`config.mk`:
```
export PLATFORM = sky130hd
export DESIGN_NAME = irq_latch_reg
export DESIGN_NICKNAME = d
export VERILOG_FILES = /design/src/rtl/irq_latch_pkg.sv /design/src/rtl/irq_evt_capture.sv /design/src/rtl/irq_flag_store.sv /design/src/rtl/irq_out_gen.sv /design/src/rtl/irq_latch_reg.sv
export SDC_FILE = /design/constraint.sdc
export NUM_CORES = 1
export LEC_CHECK = 0
export BUFFER_PORTS_ARGS = -buffer_cell sky130_fd_sc_hd__buf_2
export CORE_MARGIN = 3
export CORE_UTILIZATION = 41
export DETAILED_ROUTE_END_ITERATION = 10
export PLACE_DENSITY = 0.78
export REMOVE_ABC_BUFFERS = 1
export SYNTH_ARGS = -nofsm -noshare
export SYNTH_HDL_FRONTEND = slang
export SYNTH_SLANG_ARGS = --single-unit
```
`constraint.sdc`:
```
create_clock -name clk -period 1.65 [get_ports clk]
set_input_delay 0.0825 -clock clk [delete_from_list [all_inputs] [get_ports clk]]
set_output_delay 0.0825 -clock clk [all_outputs]
set_load 0.005 [all_outputs]
```
`src/rtl/irq_latch_pkg.sv`:
```
package irq_latch_pkg;
  // register bit positions of the flags
  localparam int POS_TIMER = 0;
  localparam int POS_ERR   = 1;
  localparam int POS_LO    = 2;
  localparam int POS_HI    = 3;
  localparam int POS_IDLE  = 4;
  localparam int POS_RX    = 5;
  localparam int POS_TX    = 6;
  localparam int FLAG_N    = 7;
  localparam logic [FLAG_N-1:0] FLAG_RST = 7'h14;
endpackage

```
`src/rtl/irq_evt_capture.sv`:
```
module irq_evt_capture
  import irq_latch_pkg::*;
#(
  parameter int ERR_W = 8
) (
  input  logic              clk,
  input  logic              rst,
  input  logic              tx_last_bit,
  input  logic              rx_stream_end,
  input  logic              rx_noerr_mode,
  input  logic              fifo_nonempty,
  input  logic              cmd_is_idle,
  input  logic              cmd_host_write,
  input  logic              fifo_hi_lvl,
  input  logic              fifo_lo_lvl,
  input  logic [ERR_W-1:0]  err_status,
  input  logic              timer_zero,
  output logic [FLAG_N-1:0] evt
);
  localparam int LVL_N = 3;

  logic [LVL_N-1:0] lvl_now;
  logic [LVL_N-1:0] lvl_prev;
  logic [LVL_N-1:0] lvl_rise;

  assign lvl_now = {cmd_is_idle, fifo_hi_lvl, fifo_lo_lvl};

  genvar g;
  generate
    for (g = 0; g < LVL_N; g++) begin : g_edge
      always_ff @(posedge clk) begin
        if (rst) lvl_prev[g] <= 1'b0;
        else     lvl_prev[g] <= lvl_now[g];
      end
      assign lvl_rise[g] = lvl_now[g] & ~lvl_prev[g];
    end
  endgenerate

  always_comb begin
    evt            = '0;
    evt[POS_TX]    = tx_last_bit;
    evt[POS_RX]    = rx_stream_end & (~rx_noerr_mode | fifo_nonempty);
    evt[POS_IDLE]  = lvl_rise[2] & ~cmd_host_write;
    evt[POS_HI]    = lvl_rise[1];
    evt[POS_LO]    = lvl_rise[0];
    evt[POS_ERR]   = |err_status;
    evt[POS_TIMER] = timer_zero;
  end
endmodule

```
`src/rtl/irq_flag_store.sv`:
```
module irq_flag_store #(
  parameter int          W       = 7,
  parameter logic [W-1:0] RST_VAL = '0
) (
  input  logic         clk,
  input  logic         rst,
  input  logic         wr_hit,
  input  logic         wr_mode,
  input  logic [W-1:0] wr_sel,
  input  logic [W-1:0] evt,
  output logic [W-1:0] flags
);
  logic [W-1:0] flags_nxt;

  always_comb begin
    flags_nxt = flags;
    if (wr_hit) begin
      if (wr_mode) flags_nxt = flags | wr_sel;
      else         flags_nxt = flags & ~wr_sel;
    end
    flags_nxt = flags_nxt | evt;
  end

  always_ff @(posedge clk) begin
    if (rst) flags <= RST_VAL;
    else     flags <= flags_nxt;
  end


  evt_wins_chk: assert property (@(posedge clk) disable iff (rst)
    (evt != '0) |=> ((flags & $past(evt)) == $past(evt)));


  no_hw_clear_chk: assert property (@(posedge clk) disable iff (rst)
    !(wr_hit && !wr_mode) |=> ((flags & $past(flags)) == $past(flags)));
endmodule

```
`src/rtl/irq_out_gen.sv`:
```
module irq_out_gen #(
  parameter int W = 8
) (
  input  logic         clk,
  input  logic         rst,
  input  logic [W-2:0] flags,
  input  logic [W-1:0] irq_en,
  output logic         irq_o
);
  logic [W-1:0] flags_ext;
  assign flags_ext = {1'b0, flags};

  always_ff @(posedge clk) begin
    if (rst) irq_o <= 1'b0;
    else     irq_o <= |(flags_ext & irq_en);
  end


  irq_quiet_chk: assert property (@(posedge clk) disable iff (rst)
    ($past(flags) == '0) |-> !irq_o);
endmodule

```
`src/rtl/irq_latch_reg.sv`:
```
module irq_latch_reg
  import irq_latch_pkg::*;
#(
  parameter int              ADDR_W   = 8,
  parameter int              DATA_W   = 8,
  parameter logic [ADDR_W-1:0] REG_ADDR = 8'h04,
  parameter int              ERR_W    = 8
) (
  input  logic              clk,
  input  logic              rst,
  input  logic              reg_wr,
  input  logic              reg_rd,
  input  logic [ADDR_W-1:0] reg_addr,
  input  logic [DATA_W-1:0] reg_wdata,
  output logic [DATA_W-1:0] reg_rdata,
  input  logic [DATA_W-1:0] irq_en,
  output logic              irq_o,
  input  logic              tx_last_bit,
  input  logic              rx_stream_end,
  input  logic              rx_noerr_mode,
  input  logic              fifo_nonempty,
  input  logic              cmd_is_idle,
  input  logic              cmd_host_write,
  input  logic              fifo_hi_lvl,
  input  logic              fifo_lo_lvl,
  input  logic [ERR_W-1:0]  err_status,
  input  logic              timer_zero
);
  localparam int MODE_BIT = DATA_W - 1;

  logic              addr_hit;
  logic              wr_hit;
  logic [FLAG_N-1:0] evt;
  logic [FLAG_N-1:0] reg_flags;

  assign addr_hit = (reg_addr == REG_ADDR);
  assign wr_hit   = reg_wr & addr_hit;

  irq_evt_capture #(.ERR_W(ERR_W)) u_capture (
    .clk            (clk),
    .rst            (rst),
    .tx_last_bit    (tx_last_bit),
    .rx_stream_end  (rx_stream_end),
    .rx_noerr_mode  (rx_noerr_mode),
    .fifo_nonempty  (fifo_nonempty),
    .cmd_is_idle    (cmd_is_idle),
    .cmd_host_write (cmd_host_write),
    .fifo_hi_lvl    (fifo_hi_lvl),
    .fifo_lo_lvl    (fifo_lo_lvl),
    .err_status     (err_status),
    .timer_zero     (timer_zero),
    .evt            (evt)
  );

  irq_flag_store #(.W(FLAG_N), .RST_VAL(FLAG_RST)) u_store (
    .clk     (clk),
    .rst     (rst),
    .wr_hit  (wr_hit),
    .wr_mode (reg_wdata[MODE_BIT]),
    .wr_sel  (reg_wdata[FLAG_N-1:0]),
    .evt     (evt),
    .flags   (reg_flags)
  );

  irq_out_gen #(.W(DATA_W)) u_irq (
    .clk    (clk),
    .rst    (rst),
    .flags  (reg_flags),
    .irq_en (irq_en),
    .irq_o  (irq_o)
  );

  always_ff @(posedge clk) begin
    if (rst) begin
      reg_rdata <= '0;
    end else if (reg_rd) begin
      reg_rdata <= addr_hit ? {1'b0, reg_flags} : '0;
    end
  end


  hi_rise_chk: assert property (@(posedge clk) disable iff (rst)
    $rose(fifo_hi_lvl) |=> reg_flags[POS_HI]);


  timer_set_chk: assert property (@(posedge clk) disable iff (rst)
    timer_zero |=> reg_flags[POS_TIMER]);


  rd_path_chk: assert property (@(posedge clk) disable iff (rst)
    (reg_rd && addr_hit) |=> (reg_rdata == {1'b0, $past(reg_flags)}));
endmodule

```
* Word level (Yosys, flattened, before mapping)
Cells that the tools add are included.
** Word-level totals
- Flip-flop bits (word level) :: 19
- Input bits :: 45
- Logic and storage cells :: 29
** Operators by class
- Equality and inequality tests :: 1
- Multiplexer cells :: 3
- Bitwise operators :: 17
- Reduce and logical (&&, ||, !) cells :: 2
** Operators with widths (count)
- two-way mux 7 bit :: 3
- OR reduction 8 bit :: 2
- bitwise OR 7 bit :: 2
- AND 7 x 8 -> 8 bit :: 1
- equality test 8 x 3 -> 1 bit (second input constant) :: 1
- AND 7 bit :: 1
- NOT 7 bit :: 1
- AND 1 bit :: 6
- NOT 1 bit :: 5
- bitwise OR 1 bit :: 1

* Longest topological paths before layout
Gate-level depths: netlist (run 1).
- Word-level depth :: 5
- Gate-level depth with buffers :: 4

* By module
A second synthesis (run 1) with hierarchy kept.
** Unflattened totals
- Cells, all modules :: 88
- Area total of the unflattened synthesis :: 889.6 um^2
** By module, submodules not included
- irq_latch_reg :: instances 1, cells an instance 38, area an instance 402.9 um^2, sequential area each 140.1 um^2
- irq_flag_store :: instances 1, cells an instance 29, area an instance 294.0 um^2, sequential area each 140.1 um^2
- irq_evt_capture :: instances 1, cells an instance 16, area an instance 141.4 um^2, sequential area each 60.1 um^2
- irq_out_gen :: instances 1, cells an instance 5, area an instance 51.3 um^2, sequential area each 20.0 um^2

* Worst setup path before layout (run 1)
OpenSTA, ideal clock, no wires.
- Path kind :: input to register
- From :: input port reg_addr[7]
- To :: register u_store.flags[1]
- Data arrival time :: 1.378 ns
- Required time :: 1.576 ns
- Slack :: 0.198 ns
- Stages :: 4
- Path buffers :: 1
- Path through :: or4b_1 buf_2 or4_1 a31oi_1
** Between the ends
- Longest elaborated chain between the ends :: 4
** RTL lines
- start: declaration :: line irq_latch_reg.sv:13 : input logic [ADDR_W-1:0] reg_addr,
- equality test 8 x 3 -> 1 bit :: line irq_latch_reg.sv:36 : assign addr_hit = (reg_addr == REG_ADDR);
- AND 1 bit :: line irq_latch_reg.sv:37 : assign wr_hit = reg_wr & addr_hit;
- two-way mux 7 bit :: line irq_flag_store.sv:17 : if (wr_hit) begin
- bitwise OR 7 bit :: line irq_flag_store.sv:21 : flags_nxt = flags_nxt | evt;
- end signal: assignment :: line irq_flag_store.sv:26 : else flags <= flags_nxt;
- end: declaration :: line irq_flag_store.sv:11 : output logic [W-1:0] flags
Every way passes these cells.
A chain may end at the register's enable or synchronous reset.

* Final worst setup path (run 1)
- From :: input port reg_addr[7]
- To :: register u_store.flags[5]
Same word-level chain as after synthesis.

==> results of run 1 <==
==> path summary, 6_finish.rpt <==
| check | to | slack, ns | cells past startpoint |
|---|---|---|---|
| worst max-delay path | u_store.flags[5] | 0.32 | 4 |
| worst min-delay path | u_store.flags[2] | 0.03 | 3 |
| worst max register to register | u_irq.irq_o | 0.69 | 2 |
| worst min register to register | reg_rdata[3] | 0.49 | 2 |
==> power by group <==
group	internal (W)	switching [W]	leakage (nW)
registers	0.000449	0.00000933	0.148
clock network	0.000134	0.000123	0.0210
logic	0.0000632	0.0000535	0.353
total	0.000646	0.000186	0.522
==> flip-flops by register name, indices dropped and copies added (netlist names) <==
name / flops
reg_rdata: 7
u_store.flags: 7
u_capture.lvl_prev: 3
u_irq.irq_o: 1
==> cell type report <==
type,count,area share (%)
inverters,3,0.969
multi-input cells,71,37.7
clock buffers,4,3.12
repair buffers,55,24.5
flip-flops and latches,18,31.0
well taps,25,2.69
==> placed cells by master (no fill, tap or decap), drive strengths merged <==
master,Yosys,layout
and3,3,3
mux2i,1,1
nor3,2,2
nand4,8,8
a222oi,1,1
nand2b,7,7
a31oi,6,6
nor4b,1,1
dfxtp,18,18
nand2,6,6
buf,2,55
conb,1,1
or4,6,6
or4b,1,1
nand3,1,1
o31ai,6,6
o21ai,1,1
inv,3,3
nor3b,1,1
nor2b,4,4
nor4,1,1
a21oi,11,11
nor2,1,1
clkbuf,7,4
a22oi,2,2
==> critical path: stages <==
cell and delay [ns]:
buf_2 0.10, or4b_1 0.64, or4_1 0.55, a31oi_1 0.17
==> routing by layer <==
metal	GRT usage, %	part of all wire, %
met1	22.4	42
met2	29.9	47
met3	3.50	10
met4	6.99	1.1
met5	0	0
==> cells by family after synthesis <==
family / after synthesis
buffers and inverters: 12
DFF: 18
and+or+nand+nor: 42
muxes: 1
AOI/OAI and AO/OA: 27
other: 1
==> per-stage QoR <==
| stage | total power [W] | cells | hold WS (ns) | setup WS (ns) |
|---|---|---|---|---|
| after detailed placement | 0.000586 | 172 | 0.313 | 0.0233 |
| after floorplan | 0.000505 | 92 | 0.152 | 0.111 |
| after global routing | 0.000875 | 176 | 0.0420 | 0.273 |
| after global placement | 0.000581 | 172 | 0.306 | 0.0719 |
| final | 0.000832 | 176 | 0.0268 | 0.319 |
| after CTS | 0.000842 | 176 | 0.0229 | 0.315 |
==> metrics.txt, run 1 <==
outcome=completed; Post-route DRC=0; dpl cell area=~1100 sq um; MaxCap Viol Count=0; Max Slew Vio Count=0; Area growth, synth to finish=37.0%; H-tree depth=1; critical path endpoint category=register; total number of vias=between 900 and 1k; maximum fanout along the worst path=7; Netlist cell types=26; worst hold path class=input port to register; mux cell area share after synthesis=1.18%; share of cells above drive strength 1=39.1%; Root Driver=clkbuf_4; final core utilization=between 60% and 70%; largest family of logic cells by synthesized area=simple AND/OR/NAND/NOR gates; Starting Density=between 40 and 50%; Compound-Gate Fraction of Synth Area=roughly a fifth; simple-gate portion of the synthesized area=~30%; initial antenna violation count=0; largest net degree at the start of global routing=20; Mapped Area=848 sq um; Startpoint Class=input port; clk_lat worst skew=roughly 0.28 ns; grt total ovfl=0; number of global-route vias before repair=about 870; adder-cell share of the synthesized area=0%; DRT antenna net count=0; LEAKAGE=approximately 0.52 nW; top-count cell post-synth=dfxtp_1; highest clock rate=751 MHz; Post-CTS Hold Fix Bufs=0; Final nets=a little under 200; top cells by area, synth=dfxtp_1 (42%), a21oi_1 (6.5%), nand4_1 (5.9%); FP Rows=15; Synth Area in XOR/XNOR=0%; Worst setup startpoint=reg_addr[7]; via density per instance=5.36; cell area after layout=~1200 sq um; final wirelength=2180 microns; Synth top cells by count=dfxtp_1 (18), a21oi_1 (11), nand4_1 (8); YS warnings=0; Chip Height=just over 50 microns; area occupied by multi-input gates=approximately 440 sq um; hpwl dp=about 1800 microns; CP Data Arrival Time=between 1.5 and 2 ns; die width=approximately 51 microns; CTS tree=built; Mean Syn Cell Area=~8.4 sq um; RSZ-0062 raised after global routing=no; initial drt markers=30; clk buf depth=2; setup TNS=0 ns; Final Cycle Share=80.7%; Max IR drop VDD=around 0.00038 V; GRT Total Usage=~18%; final hold vios=0; total iterations of the first detailed-routing run=4; area share of the largest cell type after synthesis=a little over two fifths; Reg clk slew, reported paths=around 0.09 ns; RD Place Congestion=approximately 0.80; FF-to-FF Start=u_store.flags[2]; clk_skew=between 0.008 and 0.009 ns; async set or reset register ratio after synthesis=0%; ANT cells=0; Critical Path RT=1.86 ns; Reg area=~360 sq um; Ports=54; first-pass GRT wire length=3640 microns; die area=between 2000 and 3000 sq um; PostCTS Resize Cnt=0; Routed WL per cell=12.4 microns; total CTS buffers=3; post-CTS setup buffer count=0; final setup violation count=0; Filler cells=180; critical path type=input port to register; post-synth top area cell=dfxtp_1; Post-synth EDFFs=0; clk sinks=18; Seq/Total Area, Yosys=between 40% and 50%; Worst Hold Launch=fifo_lo_lvl; Yosys reg bits=18; Period minus WS final=~1.3 ns; main flop type after synthesis=dfxtp_1; I/O Buffers=51; pwr/cell area=715 nW/um^2; Core Area=~1800 sq um; Syn Inst Count=101
Power figures use the tool's default switching activity.
==> run 2, diff against run 1 <==
CORE_UTILIZATION = 37   (was 41)
PLACE_DENSITY = 0.74   (was 0.78)
clock period = 1.2 ns   (was 1.65 ns; I/O delays follow)
==> metrics.txt, run 2 (synthesis gave the netlist of run 1 again) <==
Worst setup startpoint=reg_addr[1] (was reg_addr[7]); grt met3 use=3.32% (was 3.50%); Design Power=0.00116 W (was 0.000832 W); Final Cycle Share=between 90% and 100%; highest clock rate=844 MHz; final wirelength=2300 microns (was 2180 microns); Period minus WS final=about 1.2 ns; Max Slew Vio Count=0 (unchanged); worst hold path class=input port to register (unchanged); final setup violation count=0 (unchanged); clk_skew=0.00378 ns (was 0.00801 ns); setup TNS=0 ns (unchanged); Critical Path RT=1.42 ns (was 1.86 ns); GRT busiest layer=met2 (unchanged); maximum fanout along the worst path=4 (was 7); FF-to-FF Start=u_store.flags[2] (unchanged); Fin Hold WS=0.00915 ns (was 0.0268 ns); Sw Pwr=0.000270 W (was 0.000186 W); Net Sw Frac=23.2% (was 22.3%); total iterations of the first detailed-routing run=4 (unchanged); DRT antenna net count=0 (unchanged); Area growth, synth to finish=40.6% (was 37.0%); post-CTS setup buffer count=0 (unchanged); Starting Density=41.1% (was 46.1%); pwr/cell area=976 nW/um^2 (was 715 nW/um^2); CP cell instances=buf_2 > or4_1 > or4_4 > a31oi_1 (was buf_2 > or4b_1 > or4_1 > a31oi_1); clk sinks=18 (unchanged); share of cells above drive strength 1=39.9% (was 39.1%); outcome=completed (unchanged); Root Driver=clkbuf_4 (unchanged); largest registers=reg_rdata: 7 flops, u_store.flags: 7 flops, u_capture.lvl_prev: 3 flops (unchanged); die area=2900 sq um (was 2650 sq um); largest net degree at the start of global routing=20 (unchanged); CP Data Arrival Time=1.40 ns (was 1.54 ns); Reg clk slew, reported paths=0.10 ns (was 0.09 ns); Chip Height=53.9 microns (was 51.5 microns); hpwl dp=1760 microns (was 1780 microns); grt total ovfl=0 (unchanged); Core Area=2060 sq um (was 1840 sq um); Slowest cell on crit path=or4_1 (was or4b_1); Final nets=199 (was 197); I/O Buffers=51 (unchanged); CP peak stage delay=0.58 ns (was 0.64 ns); clk buf depth=2 (unchanged); Max IR drop VDD=0.000543 V (was 0.000378 V); GRT Total Usage=16.9% (was 17.9%); FP Rows=16 (was 15); number of global-route vias before repair=855 (was 873); total number of vias=963 (was 943); clk_lat worst skew=0.29 ns (was 0.28 ns); GR Util met2=26.4% (was 29.9%); initial antenna violation count=0 (unchanged); Routed WL per cell=12.8 microns (was 12.4 microns); H-tree depth=1 (unchanged); most used cells in the layout excluding fill and tap cells=buf_2 (51), dfxtp_1 (18), a21oi_1 (11) (unchanged); combinational share of power=14.6% (was 14.0%); via density per instance=5.35 (was 5.36); initial drt markers=21 (was 30); RD Place Congestion=0.808 (was 0.796); final hold vios=0 (unchanged); Internal=0.000894 W (was 0.000646 W); die width=53.9 microns (was 51.5 microns); first-pass GRT wire length=3600 microns (was 3640 microns); CTS tree=built (unchanged); Clk network pwr share=31.3% (was 30.9%); Seq pwr share=54.1% (was 55.1%); Startpoint Class=input port (unchanged); total CTS buffers=3 (unchanged); met1 Use GR=22.8% (was 22.4%); ANT cells=0 (unchanged); Worst Hold Launch=cmd_is_idle (was fifo_lo_lvl); Post-route DRC=0 (unchanged); critical path type=input port to register (unchanged); commonest non-fill, non-tap cell in the layout=buf_2 (unchanged); critical path endpoint category=register (unchanged); LEAKAGE=0.534 nW (was 0.522 nW); Ports=54 (unchanged); MaxCap Viol Count=0 (unchanged)
[run 2: final timing paths]
check / end / slack, ns / depth (start not counted)
worst max register to register: u_irq.irq_o / 0.30 / 2
worst max-delay path: u_store.flags[1] / 0.02 / 4
worst min register to register: reg_rdata[5] / 0.47 / 2
worst min-delay path: u_capture.lvl_prev[2] / 0.009 / 2
[run 2: power by group through the flow]
| stage | Sequential, W | Clock [W] | Combinational, W |
|---|---|---|---|
| floorplan | 0.000640 | 0 | 0.0000555 |
| global placement | 0.000642 | 0 | 0.000157 |
| detailed placement | 0.000644 | 0 | 0.000162 |
| CTS | 0.000630 | 0.000374 | 0.000169 |
| global route | 0.000632 | 0.000388 | 0.000191 |
| finish | 0.000630 | 0.000365 | 0.000170 |
[run 2: timing repair]
item,4_1_cts,5_1_grt
endpoints found under the hold margin,2,0
resized for setup,1,1
hold buffers,2,0
cloned,0,0
endpoints found under the setup margin,1,1
pin swaps,0,1
[run 2: area by class of cell]
class,count,area [sq um]
Fill cell,176,870
Multi-Input combinational cell,71,445
Sequential cell,18,360
Timing Repair Buffer,57,305
Clock buffer,4,36.3
Tap cell,27,33.8
Inverter,3,11.3
[run 2: metal layers]
metal | wire [microns] | share of wire (%)
met5 | 0 | 0
met3 | 188 | 8.2
met1 | 967 | 42
met4 | 19 | 0.83
met2 | 1130 | 49
[run 2: per-stage QoR]
stage	worst slack, ns	instances	area (sq um)	util [%]
6_report	0.0154	180	1190	57.8
5_1_grt	-0.0153	180	1190	57.8
4_1_cts	0.0315	180	1190	57.6
3_5_place_dp	-0.317	174	1130	54.7
3_3_place_gp	-0.280	174	1130	54.7
2_1_floorplan	-0.317	92	810	-
[run 2: worst max-delay path: cells and delay by family]
family          cells  cell delay, ns
simple gates        2            1.08
buf+inv             1            0.10
compound gates      1            0.16
==> run 3, diff against run 2 <==
PLACE_DENSITY = 0.76   (was 0.74)
==> metrics.txt, run 3 (synthesis gave the netlist of run 1 again) <==
outcome=completed (unchanged); combinational share of power=15.6% (was 14.6%); H-tree depth=1 (unchanged); Place WS=-0.329 ns (was -0.317 ns); Reg area=360 sq um (unchanged); Starting Density=41.1% (unchanged); final setup violation count=0 (unchanged); FP Rows=16 (unchanged); Core Area=2060 sq um (unchanged); area occupied by multi-input gates=452 sq um (was 445 sq um); share of cells above drive strength 1=41.8% (was 39.9%); GRT Total Usage=17.1% (was 16.9%); number of global-route vias before repair=912 (was 855); pwr/cell area=951 nW/um^2 (was 976 nW/um^2); clk sinks=18 (unchanged); die width=53.9 microns (unchanged); maximum fanout along the worst path=4 (unchanged); Worst R2R Setup Slack=0.24 ns (was 0.30 ns); Internal=0.000904 W (was 0.000894 W); total iterations of the first detailed-routing run=4 (unchanged); commonest non-fill, non-tap cell in the layout=buf_2 (unchanged); Final Cycle Share=97.6% (was 98.7%); ANT cells=0 (unchanged); worst hold path class=input port to register (unchanged); critical path endpoint category=register (unchanged); Routed WL per cell=13.2 microns (was 12.8 microns); FF-to-FF Start=u_store.flags[2] (unchanged); Critical R2R Capture=u_irq.irq_o (unchanged); Period minus WS final=1.17 ns (was 1.18 ns); I/O Buffers=51 (unchanged); final wirelength=2440 microns (was 2300 microns); Root Driver=clkbuf_4 (unchanged); Reg clk slew, reported paths=0.10 ns (about the same); Max IR drop VDD=0.000560 V (was 0.000543 V); initial drt markers=22 (was 21); LEAKAGE=0.558 nW (was 0.534 nW); total CTS buffers=3 (unchanged); Filler cells=202 (was 176); setup ws final=0.0284 ns (was 0.0154 ns); die area=2900 sq um (unchanged); CP Data Arrival Time=1.39 ns (was 1.40 ns); Ports=54 (unchanged); first-pass GRT wire length=3680 microns (was 3600 microns); DRT antenna net count=0 (unchanged); via density per instance=5.26 (was 5.35); CTS tree=built (unchanged); Chip Height=53.9 microns (unchanged); setup TNS=0 ns (unchanged); largest registers=reg_rdata: 7 flops, u_store.flags: 7 flops, u_capture.lvl_prev: 3 flops (unchanged); Sw Pwr=0.000274 W (was 0.000270 W); Final nets=204 (was 199); clk_lat worst skew=0.28 ns (was 0.29 ns); highest clock rate=854 MHz (was 844 MHz); crit path to=u_store.flags[1] (unchanged); Seq pwr share=53.5% (was 54.1%); initial antenna violation count=0 (unchanged); total number of vias=974 (was 963); Startpoint Class=input port (unchanged); Clk network pwr share=30.9% (was 31.3%); final hold vios=0 (unchanged); most used cells in the layout excluding fill and tap cells=buf_2 (51), dfxtp_1 (18), a21oi_1 (11) (unchanged); Worst setup startpoint=reg_addr[1] (unchanged); Post-route DRC=0 (unchanged); FF-to-FF path depth=2 (unchanged); RSZ-0062 raised after global routing=no; hpwl dp=1930 microns (was 1760 microns); largest net degree at the start of global routing=20 (unchanged); clk_skew=0.00386 ns (was 0.00378 ns); MaxCap Viol Count=0 (unchanged); clk buf depth=2 (unchanged); Critical Path RT=1.42 ns (about the same); grt total ovfl=0 (unchanged); Max Slew Vio Count=0 (unchanged); RD Place Congestion=0.768 (was 0.808); critical path type=input port to register (unchanged); Net Sw Frac=23.3% (was 23.2%); Area growth, synth to finish=46.0% (was 40.6%)
## run 3: cell count changes in the layout (fill, tap and decap cells not counted), sizes merged
cell	before	now
buf	55	59
dlygate4sd3	2	3
## run 3: cell type report
cell class | instances | area share [%]
Multi-Input combinational cell | 71 | 36.5
Sequential cell | 18 | 29.1
Tap cell | 27 | 2.73
Clock buffer | 4 | 2.93
Inverter | 3 | 0.909
Timing Repair Buffer | 62 | 27.9
## run 3: what timing repair did
| action | in CTS | in global routing |
|---|---|---|
| gates cloned | 0 | 0 |
| resized for setup | 1 | 1 |
| endpoints found under the hold margin | 2 | 1 |
| pin swaps | 0 | 4 |
| hold buffers | 2 | 1 |
| buffers inserted | 0 | 0 |
| setup endpoints to repair | 2 | 1 |
## run 3: per-stage QoR
step | util, % | cells | hold WS (ns) | total power [W] | instance area [sq um]
2_1_floorplan | - | 92 | 0.129 | 0.000695 | 810
3_3_place_gp | 56.5 | 178 | 0.285 | 0.000809 | 1160
3_5_place_dp | 56.5 | 178 | 0.287 | 0.000817 | 1160
4_1_cts | 59.4 | 184 | 0.000730 | 0.00118 | 1220
5_1_grt | 60.1 | 185 | 0.0625 | 0.00123 | 1240
6_report | 60.1 | 185 | 0.0430 | 0.00118 | 1240
## run 3: critical path: stages
cell	delay, ns
buf_2	0.10
or4_1	0.57
or4_4	0.50
a31oi_1	0.16
## run 3: worst min-delay path by stage
| stage | to | cells after the start | slack, ns | from |
|---|---|---|---|---|
| 5_1_grt | u_store.flags[4] | 3 | 0.06 | reg_wdata[4] |
| 6_report | u_store.flags[6] | 3 | 0.04 | tx_last_bit |
| 2_1_floorplan | reg_rdata[0] | 1 | 0.13 | rst |
| 4_1_cts | u_store.flags[2] | 3 | 0.0007 | fifo_lo_lvl |
| 3_3_place_gp | u_capture.lvl_prev[1] | 2 | 0.29 | fifo_hi_lvl |
| 3_5_place_dp | u_capture.lvl_prev[1] | 2 | 0.29 | fifo_hi_lvl |
## run 3: layer usage
layer / track usage [%] / wire length (microns)
met2: 32.1 / 1260
met5: 0 / 0
met1: 19.2 / 961
met4: 5.11 / 31
met3: 3.32 / 188
## run 3: power by group through the flow
stage | clock network, W | registers, W | logic (W)
after floorplan | 0 | 0.000640 | 0.0000555
after global routing | 0.000392 | 0.000633 | 0.000201
after CTS | 0.000370 | 0.000630 | 0.000180
after detailed placement | 0 | 0.000644 | 0.000173
after global placement | 0 | 0.000642 | 0.000167
final | 0.000364 | 0.000630 | 0.000183
